### src/rtl/warp_throttle_sched.sv
module warp_throttle_sched #(
  parameter int NW = 8,
  parameter int CW = 8,
  parameter int KW = 8,
  parameter int BW = 8,
  parameter int SW = 16
) (
  input  logic                    clk,
  input  logic                    rst_n,
  input  logic [NW-1:0]           active,
  input  logic [NW-1:0]           ready,
  input  logic                    vhit_valid,
  input  logic [$clog2(NW)-1:0]   vhit_warp,
  input  logic [NW-1:0]           issued,
  input  logic [KW-1:0]           cfg_k,
  input  logic [BW-1:0]           cfg_base,
  output logic [NW-1:0]           allow_mask,
  output logic                    sel_valid,
  output logic [$clog2(NW)-1:0]   sel_warp
);
  localparam int IW   = $clog2(NW);
  localparam int AW   = $clog2(NW + 1);
  localparam int CUTW = BW + AW;
  localparam int NUMW = CW + KW + CUTW;
  localparam int SUMW = SW + IW + 1;
  localparam int DCW  = $clog2(NUMW);
  localparam int RKW  = $clog2(NW + 2);
  localparam logic [CW-1:0] CMAX = '1;
  localparam logic [SW-1:0] SMAX = '1;

  logic [CW-1:0]   hits  [NW];
  logic [CW-1:0]   instr [NW];
  logic [SW-1:0]   score [NW];
  logic [NW-1:0]   pend;

  logic [AW-1:0]   n_act;
  logic [CUTW-1:0] cutoff;
  always_comb begin
    n_act = '0;
    for (int i = 0; i < NW; i++) n_act += AW'(active[i]);
  end
  assign cutoff = CUTW'(n_act) * CUTW'(cfg_base);

  // shared sequential divider
  logic            busy;
  logic [DCW-1:0]  dcnt;
  logic [IW-1:0]   dwarp;
  logic [NUMW-1:0] dnum, dquo;
  logic [CW-1:0]   drem, dden;
  logic            pick_ok;
  logic [IW-1:0]   pick;
  always_comb begin
    pick_ok = 1'b0;
    pick    = '0;
    for (int i = NW - 1; i >= 0; i--)
      if (pend[i]) begin pick_ok = 1'b1; pick = IW'(i); end
  end
  wire start = !busy && pick_ok;

  wire [CW:0]      rem_sh = {drem, dnum[NUMW-1]};
  wire             rem_ge = rem_sh >= {1'b0, dden};
  wire [CW:0]      rem_nx = rem_ge ? rem_sh - {1'b0, dden} : rem_sh;
  wire [NUMW-1:0]  quo_nx = {dquo[NUMW-2:0], rem_ge};
  wire             div_wr = busy && (dcnt == DCW'(NUMW - 1));
  wire [SW-1:0]    q_sat  = (|quo_nx[NUMW-1:SW]) ? SMAX : quo_nx[SW-1:0];
  wire [SW-1:0]    q_fl   = (q_sat > SW'(cfg_base)) ? q_sat : SW'(cfg_base);

  always_ff @(posedge clk or negedge rst_n) begin
    if (!rst_n) begin
      busy <= 1'b0; dcnt <= '0; dwarp <= '0;
      dnum <= '0; dquo <= '0; drem <= '0; dden <= '0;
    end else if (start) begin
      busy  <= 1'b1;
      dcnt  <= '0;
      dwarp <= pick;
      dnum  <= NUMW'(hits[pick]) * NUMW'(cfg_k) * NUMW'(cutoff);
      dden  <= (instr[pick] == '0) ? CW'(1) : instr[pick];
      dquo  <= '0;
      drem  <= '0;
    end else if (busy) begin
      dnum <= {dnum[NUMW-2:0], 1'b0};
      dquo <= quo_nx;
      drem <= rem_nx[CW-1:0];
      dcnt <= dcnt + 1'b1;
      if (div_wr) busy <= 1'b0;
    end
  end

  for (genvar g = 0; g < NW; g++) begin : g_warp
    wire hit_g = vhit_valid && (vhit_warp == IW'(g));
    always_ff @(posedge clk or negedge rst_n) begin
      if (!rst_n) begin
        hits[g] <= '0; instr[g] <= '0; score[g] <= '0; pend[g] <= 1'b0;
      end else begin
        if (hit_g && hits[g] != CMAX) hits[g] <= hits[g] + 1'b1;
        if (issued[g] && instr[g] != CMAX) instr[g] <= instr[g] + 1'b1;
        if (hit_g) pend[g] <= 1'b1;
        else if (start && pick == IW'(g)) pend[g] <= 1'b0;
        if (div_wr && dwarp == IW'(g)) score[g] <= q_fl;
        else if (score[g] > SW'(cfg_base)) score[g] <= score[g] - 1'b1;
        else score[g] <= SW'(cfg_base);
      end
    end
  end

  // iterative ranking pass
  logic [RKW-1:0]  rk_step;
  logic [SW-1:0]   snap [NW];
  logic [NW-1:0]   snap_act, taken, rk_newm;
  logic [CUTW-1:0] rk_cut;
  logic [SUMW-1:0] rk_sum;
  logic            rk_stop, rk_first;
  logic            mx_ok;
  logic [IW-1:0]   mx_idx;
  logic [SW-1:0]   mx_val;
  always_comb begin
    mx_ok = 1'b0; mx_idx = '0; mx_val = '0;
    for (int i = 0; i < NW; i++)
      if (!taken[i] && (!mx_ok || snap[i] > mx_val)) begin
        mx_ok = 1'b1; mx_idx = IW'(i); mx_val = snap[i];
      end
  end
  wire [SUMW-1:0] sum_nx    = rk_sum + SUMW'(mx_val);
  wire            rk_commit = (rk_step == RKW'(NW + 1));

  always_ff @(posedge clk or negedge rst_n) begin
    if (!rst_n) begin
      rk_step <= '0; snap_act <= '0; taken <= '0; rk_newm <= '0;
      rk_cut <= '0; rk_sum <= '0; rk_stop <= 1'b0; rk_first <= 1'b1;
      allow_mask <= '1;
      for (int i = 0; i < NW; i++) snap[i] <= '0;
    end else if (rk_step == '0) begin
      for (int i = 0; i < NW; i++) snap[i] <= score[i];
      snap_act <= active;
      taken    <= ~active;
      rk_cut   <= cutoff;
      rk_sum   <= '0;
      rk_stop  <= 1'b0;
      rk_first <= 1'b1;
      rk_newm  <= '0;
      rk_step  <= rk_step + 1'b1;
    end else if (rk_commit) begin
      allow_mask <= rk_newm;
      rk_step    <= '0;
    end else begin
      if (mx_ok) begin
        taken[mx_idx] <= 1'b1;
        if (!rk_stop && (rk_first || sum_nx <= SUMW'(rk_cut))) begin
          rk_newm[mx_idx] <= 1'b1;
          rk_sum          <= sum_nx;
        end else begin
          rk_stop <= 1'b1;
        end
        rk_first <= 1'b0;
      end
      rk_step <= rk_step + 1'b1;
    end
  end

  // round-robin over eligible warps
  logic [IW-1:0] rr_ptr;
  wire  [NW-1:0] elig = ready & allow_mask & active;
  always_comb begin
    sel_valid = 1'b0;
    sel_warp  = '0;
    for (int k = NW; k >= 1; k--)
      if (elig[(int'(rr_ptr) + k) % NW]) begin
        sel_valid = 1'b1;
        sel_warp  = IW'((int'(rr_ptr) + k) % NW);
      end
  end
  always_ff @(posedge clk or negedge rst_n) begin
    if (!rst_n) rr_ptr <= IW'(NW - 1);
    else if (sel_valid) rr_ptr <= sel_warp;
  end
endmodule

### config.mk
export PLATFORM = sky130hd
export DESIGN_NAME = warp_throttle_sched
export DESIGN_NICKNAME = d
export VERILOG_FILES = /design/src/rtl/warp_throttle_sched.sv
export SDC_FILE = /design/constraint.sdc
export NUM_CORES = 2
export LEC_CHECK = 0
export BUFFER_PORTS_ARGS = -buffer_cell sky130_fd_sc_hd__buf_2
export CORE_UTILIZATION = 60
export CTS_BUF_LIST = sky130_fd_sc_hd__clkbuf_4
export DETAILED_ROUTE_END_ITERATION = 8
export PLACE_DENSITY = 0.82
export SYNTH_ARGS = -nofsm -noshare
export SYNTH_HDL_FRONTEND = slang
export SYNTH_SLANG_ARGS = --single-unit
### constraint.sdc
create_clock -name clk -period 25.1 [get_ports clk]
set_input_delay 1.255 -clock clk [delete_from_list [all_inputs] [get_ports clk]]
set_output_delay 1.255 -clock clk [all_outputs]
set_load 0.02 [all_outputs]
Word-level counts from Yosys, hierarchy flattened
Index checks and enable logic that the tools add are counted.
{"block": "op_classes", "n_lt_le_gt_ge": 29, "add_sub_neg": 43, "n_mux": 154, "div_mod_pow": 0, "n_mul": 3, "n_eq_ne": 41, "reduce_logical": 103, "n_shift": 0, "bitwise_logic": 15}
{"cell": "16-bit two-way mux", "count": 26}
{"cell": "16-bit by 8-bit > comparator with 1-bit output", "count": 9}
{"cell": "8-bit by 1-bit adder with 8-bit output (second input constant)", "count": 16}
{"cell": "8-bit inequality test (second input constant)", "count": 16}
{"cell": "16-bit by 1-bit subtractor with 16-bit output (second input constant)", "count": 8}
{"cell": "8-bit two-way mux", "count": 15}
{"cell": "16-bit > comparator", "count": 7}
{"cell": "20-bit two-way mux", "count": 4}
{"cell": "1-bit two-way mux", "count": 68}
{"cell": "3-bit two-way mux", "count": 22}
{"cell": "28-bit two-way mux", "count": 2}
{"cell": "27-bit two-way mux", "count": 2}
{"cell": "1-bit logical AND", "count": 51}
{"cell": "8-bit binary-select mux with 3-bit select", "count": 2}
{"cell": "4-bit by 5-bit < comparator with 1-bit output (second input constant)", "count": 8}
{"cell": "3-bit equality test (second input constant)", "count": 12}
{"cell": "16-bit by 12-bit multiplier with 28-bit output", "count": 1}
{"cell": "1-bit binary-select mux with 3-bit select", "count": 8}
{"cell": "3-bit OR reduction", "count": 8}
{"cell": "2-bit nonzero test", "count": 11}
{"cell": "20-bit by 16-bit adder with 20-bit output", "count": 1}
{"cell": "20-bit by 12-bit <= comparator with 1-bit output", "count": 1}
{"cell": "3-bit by 2-bit equality test with 1-bit output (second input constant)", "count": 6}
{"cell": "4-bit by 1-bit adder with 4-bit output", "count": 4}
{"cell": "37 further kinds", "count": 80}
{"block": "word_totals", "out_inout_bits": 12, "in_bits": 46, "register_bits": 537, "latch_bits": 0, "word_cells": 444, "ram_bits": 0, "romBits": 0, "n_memories": 0}

Depth between registers and ports, before layout
{"block": "logic_depth", "ltp_word": 38, "mapped_depth": 92, "mapped_depth_nobuf": 75}

Worst setup path before layout
OpenSTA, ideal clock, no wires.
{"block": "synth_path", "path_type": "reg2reg", "from": "register taken[0]", "to": "register rk_sum[0]", "t_arrival_ns": 17.927, "required_time_ns": 24.965, "setup_ns": 0.135, "n_path_buf": 20, "setup_slack_ns": 7.038, "stages_incl_launch_ff": 89, "period_less_slack_ns": 18.062, "cell_sequence": "dfrtp_1 buf_2 clkbuf_1 nand2b_1 ha_1 nand3_1 nor4_2 a21boi_2 o21a_1 buf_2 buf_4 or2_2 clkbuf_1 clkbuf_1 a21oi_1 ha_1 a21o_1 a21o_1 (+53 left out) o21a_1 fa_1 nand3b_1 a31oi_1 o41a_1 clkbuf_1 a21o_1 a21oi_1 xnor2_1 ha_1 nand4_1 or3_1 o41ai_1 o2111a_1 nand4b_1 o21ai_2 clkbuf_1 o21ai_0"}
{"block": "synth_between", "elab_chain_len": 35, "elab_cells_between_ends": 54, "cone_classes": "1 x add/sub; 8 x order compare; 20 x mux; 25 x reduce/logical"}
{"item": "from (decl)", "line": "109", "source": "logic [NW-1:0] snap_act, taken, rk_newm;"}
{"item": "from (signal assigned)", "line": "135", "source": "taken <= ~active;"}
{"item": "16-bit two-way mux", "line": "119", "source": "if (!taken[i] && (!mx_ok || snap[i] > mx_val)) begin"}
{"item": "16-bit > comparator", "line": "119"}
{"item": "1-bit logical OR", "line": "119"}
{"item": "1-bit logical AND", "line": "119"}
{"item": "16-bit two-way mux or 1-bit two-way mux (tied branches)", "line": "119"}
{"item": "16-bit > comparator or 1-bit zero test (tied branches)", "line": "119"}
{"item": "1-bit logical OR", "line": "119"}
{"item": "1-bit logical AND", "line": "119"}
{"item": "(+19 left out)"}
{"item": "1-bit logical AND", "line": "119"}
{"item": "16-bit two-way mux", "line": "119"}
{"item": "20-bit by 16-bit adder with 20-bit output", "line": "123", "source": "wire [SUMW-1:0] sum_nx = rk_sum + SUMW'(mx_val);"}
{"item": "20-bit by 12-bit <= comparator with 1-bit output", "line": "148", "source": "if (!rk_stop && (rk_first || sum_nx <= SUMW'(rk_cut))) begin"}
{"item": "1-bit logical OR", "line": "148"}
{"item": "1-bit logical AND", "line": "148"}
{"item": "2-bit nonzero test (no source line)"}
{"item": "3-bit AND reduction (no source line)"}
{"item": "to (signal assigned)", "line": "150", "source": "rk_sum <= sum_nx;"}
{"item": "to (decl)", "line": "111", "source": "logic [SUMW-1:0] rk_sum;"}
Parallel ways exist; a longest one is shown, timed or not. The select of a mux whose other input is x is not followed.
A chain may end at the register's enable or synchronous reset.

Final worst setup path
{"block": "layout_path", "from": "register taken[0]", "to": "register rk_newm[1]"}
{"block": "layout_between", "elab_chain_len": 38, "elab_cells_between_ends": 67, "cone_classes": "1 x add/sub; 10 x order compare; 29 x mux; 1 x bitwise; 26 x reduce/logical"}
{"item": "parallel branches: the longest is 38 deep, another holds 16-bit > comparator"}
{"item": "to (signal assigned)", "line": "128", "source": "rk_step <= '0; snap_act <= '0; taken <= '0; rk_newm <= '0;"}
{"item": "to (signal assigned)", "line": "140", "source": "rk_newm <= '0;"}
{"item": "to (signal, indexed assignment)", "line": "149", "source": "rk_newm[mx_idx] <= 1'b1;"}
{"item": "to (decl)", "line": "109"}
Parallel ways; which one is timed is not known. The select of a mux whose other input is x is not followed.

==> flow_metrics.env <==
export IMPL_grt_pass1_vias=34900
export IMPL_initial_core_util=0.610
export IMPL_yosys_area_top_type_share=0.306
export IMPL_postSynthAreaPerCell_um2=8.97
export IMPL_start_kind="flop"
export IMPL_slew_violations=0
export IMPL_nets=5461
export IMPL_skew_ns=0.0887
export IMPL_gp_congestion=0.947
export IMPL_core_area_um2=70500
export IMPL_yosys_top_cells_area="dfrtp_1 31%, ha_1 11%, fa_1 9.0%, nand2_1 8.2%, mux2i_1 3.9%"
export IMPL_first_pass_iters=5
export IMPL_grt_pass1_wl_um=184000
export IMPL_rr_worst_depth=76
export IMPL_max_cap_violations=0
export IMPL_syn_cell_area_um2=43000
export IMPL_min_period_ns=20.89
export IMPL_fmax_mhz=47.9
export IMPL_drt_vias_per_instance=5.99
export IMPL_syn_inst=4790
export IMPL_final_cell_mix="938 x nand2_1, 524 x dfrtp_1, 372 x ha_1, 336 x inv_1, 251 x nor2_1"
export IMPL_crit_path_max_fanout=37
export IMPL_cts_sink_count=537
export IMPL_synth_cell_type_count=89
export IMPL_areaGrowthSynthToFinish_pct=6.97
export IMPL_layout_commonest_cell="nand2_1"
export IMPL_r2r_start="taken[0]$_DFFE_PN0P_"
export IMPL_antenna_found_initial=3
export IMPL_wirelength_um=111000
export IMPL_cts_tree="built"
export IMPL_ioPinCount=58
export IMPL_die_h_um=270
export IMPL_status="completed"
export IMPL_r2r_end="rk_newm[1]$_DFFE_PN0P_"
export IMPL_io_buffer_count=57
export IMPL_clock_path_buffers=3
export IMPL_hp_class="input port to async pin"
export IMPL_cp_top_family="compound AO/OA/AOI/OAI gates"
export IMPL_report_final_hold_viol_count=0
export IMPL_reg2reg_slack_ns=4.21
export IMPL_critical_path_class="flop to flop"
export IMPL_fillCellCount=5692
export IMPL_crit_top_cell="ha_1"
export IMPL_slowest_stage="a2111oi_0"
export IMPL_vias=35300
export IMPL_crit_buf_inv=7
export IMPL_cp_required_ns=26.00
export IMPL_die_w_um=270
export IMPL_synth_edf_count=0
export IMPL_synth_largest_area_cell="dfrtp_1"
export IMPL_drc=0
export IMPL_setup_viol=0
export IMPL_grt_max_degree=163
export IMPL_grt_use_total=0.313
export IMPL_slew_headroom=0.0486
export IMPL_slowest_delay_ns=0.91
export IMPL_setup_tns_ns=0
export IMPL_initialDrtViolationCount=2805
export IMPL_cts_setup_buffers=0
export IMPL_worst_slew_pin_slew_ns=1.42
export IMPL_core_rowCount=97
export IMPL_clock_latency_ns=1.00
export IMPL_die_area_um2=72700
export IMPL_ctsResizeCount=0
export IMPL_grt_overflow=0
export IMPL_cts_inserted_buffers=146
export IMPL_finalCritPeriodShare=0.832
export IMPL_yosys_warnings=0
export IMPL_ys_ff_latch=537
export IMPL_cts_hold_buf=0
export IMPL_ys_seq_area_frac=0.313
export IMPL_avgRoutedWirePerCell_um=18.9
export IMPL_grt_setup_unrepaired="no"
export IMPL_cp_end_kind="flop"
export IMPL_syn_nets=5402
export IMPL_dp_hpwl_um=82200
export IMPL_synth_async_reset_ratio=1.00
export IMPL_cp_arrival_ns=21.79
export IMPL_layout_drive_gt1_share=0.102
export IMPL_clk_pin_slew_ns=0.07
export IMPL_ant_nets=0
export IMPL_cts_root_buf="clkbuf_4"
export IMPL_htreeDepth=4
export IMPL_synth_flop_cell="dfrtp_1"
-- metal layers --
layer	part of all wire	routed length [um]	vias to the layer above	global-route usage
met1	0.44	48800	17200	0.432
met3	0.072	8040	246	0.0570
li1	-	-	16700	-
met2	0.46	50900	1182	0.492
met4	0.033	3630	2	0.117
met5	0.00012	13	-	0
-- cell usage after synthesis, drive strengths merged, types with 9 or more instances --
cell,instances
a211oi,20
a21boi,9
a21o,53
a21oi,159
a22o,11
a311o,13
a31o,16
a31oi,18
and2,114
and3,32
buf,28
clkbuf,176
dfrtp,525
dfstp,12
fa,194
ha,372
inv,336
mux2,46
mux2i,166
mux4,31
nand2,939
nand2b,47
nand3,115
nand4,83
nor2,251
nor2b,45
nor3,77
nor4,29
o2111ai,20
o211ai,44
o21a,41
o21ai,208
o21bai,32
o221ai,20
o22ai,56
o31ai,12
or2,31
or3,31
xnor2,146
xor2,133
-- layout make-up --
cell class / instances / area [um2] / area share
Clock inverter: 51 / 320 / 0.00697
Clock buffer: 198 / 1490 / 0.0323
Sequential cell: 537 / 13500 / 0.293
Inverter: 338 / 1270 / 0.0276
Timing Repair Buffer: 115 / 743 / 0.0162
Tap cell: 940 / 1180 / 0.0256
Antenna cell: 2 / 5.00 / 0.000109
Multi-Input combinational cell: 3711 / 27500 / 0.599
-- state kept, by name, indices dropped and copies added (netlist names), 12 cells and up --
signal,cells
dnum,28
dquo,27
rk_sum,20
hits,64
rk_cut,12
instr,64
score,128
snap,128
-- worst max-delay path by stage --
stage                    startpoint                endpoint  slack [ns]  depth (start not counted)
2_1_floorplan  taken[0]$_DFFE_PN0P_   rk_sum[0]$_DFFE_PN0P_        7.04                         88
3_3_place_gp   taken[0]$_DFFE_PN0P_  rk_newm[1]$_DFFE_PN0P_        4.91                         75
3_5_place_dp   taken[0]$_DFFE_PN0P_  rk_newm[1]$_DFFE_PN0P_        4.44                         77
4_1_cts        taken[0]$_DFFE_PN0P_  rk_newm[1]$_DFFE_PN0P_        4.40                         77
5_1_grt        taken[0]$_DFFE_PN0P_  rk_newm[1]$_DFFE_PN0P_        2.50                         76
6_report       taken[0]$_DFFE_PN0P_  rk_newm[1]$_DFFE_PN0P_        4.21                         76
-- stage by stage --
step	hold WS [ns]	worst slack [ns]	area (um2)	std cells	util
after CTS	0.187	4.40	46000	5890	0.652
after floorplan	0.440	7.04	43000	4790	-
final	0.228	4.21	46000	5892	0.652
after global placement	0.459	4.91	44200	5641	0.626
after detailed placement	0.463	4.44	44200	5641	0.626
after global routing	0.235	2.50	46000	5891	0.652
-- logic make-up after synthesis --
kind of cell               Yosys count  share of synthesized area
AOI/OAI and AO/OA                  796                      0.123
xor gates and xnor gates           279                     0.0569
adders and majority gates          566                      0.199
buffers and inverters              542                     0.0483
DFF                                537                      0.313
muxes                              243                     0.0670
and+or+nand+nor                   1827                      0.193
Power is not shown: default switching activity piles up to over one toggle a cycle in this logic, so the estimate is an artifact.
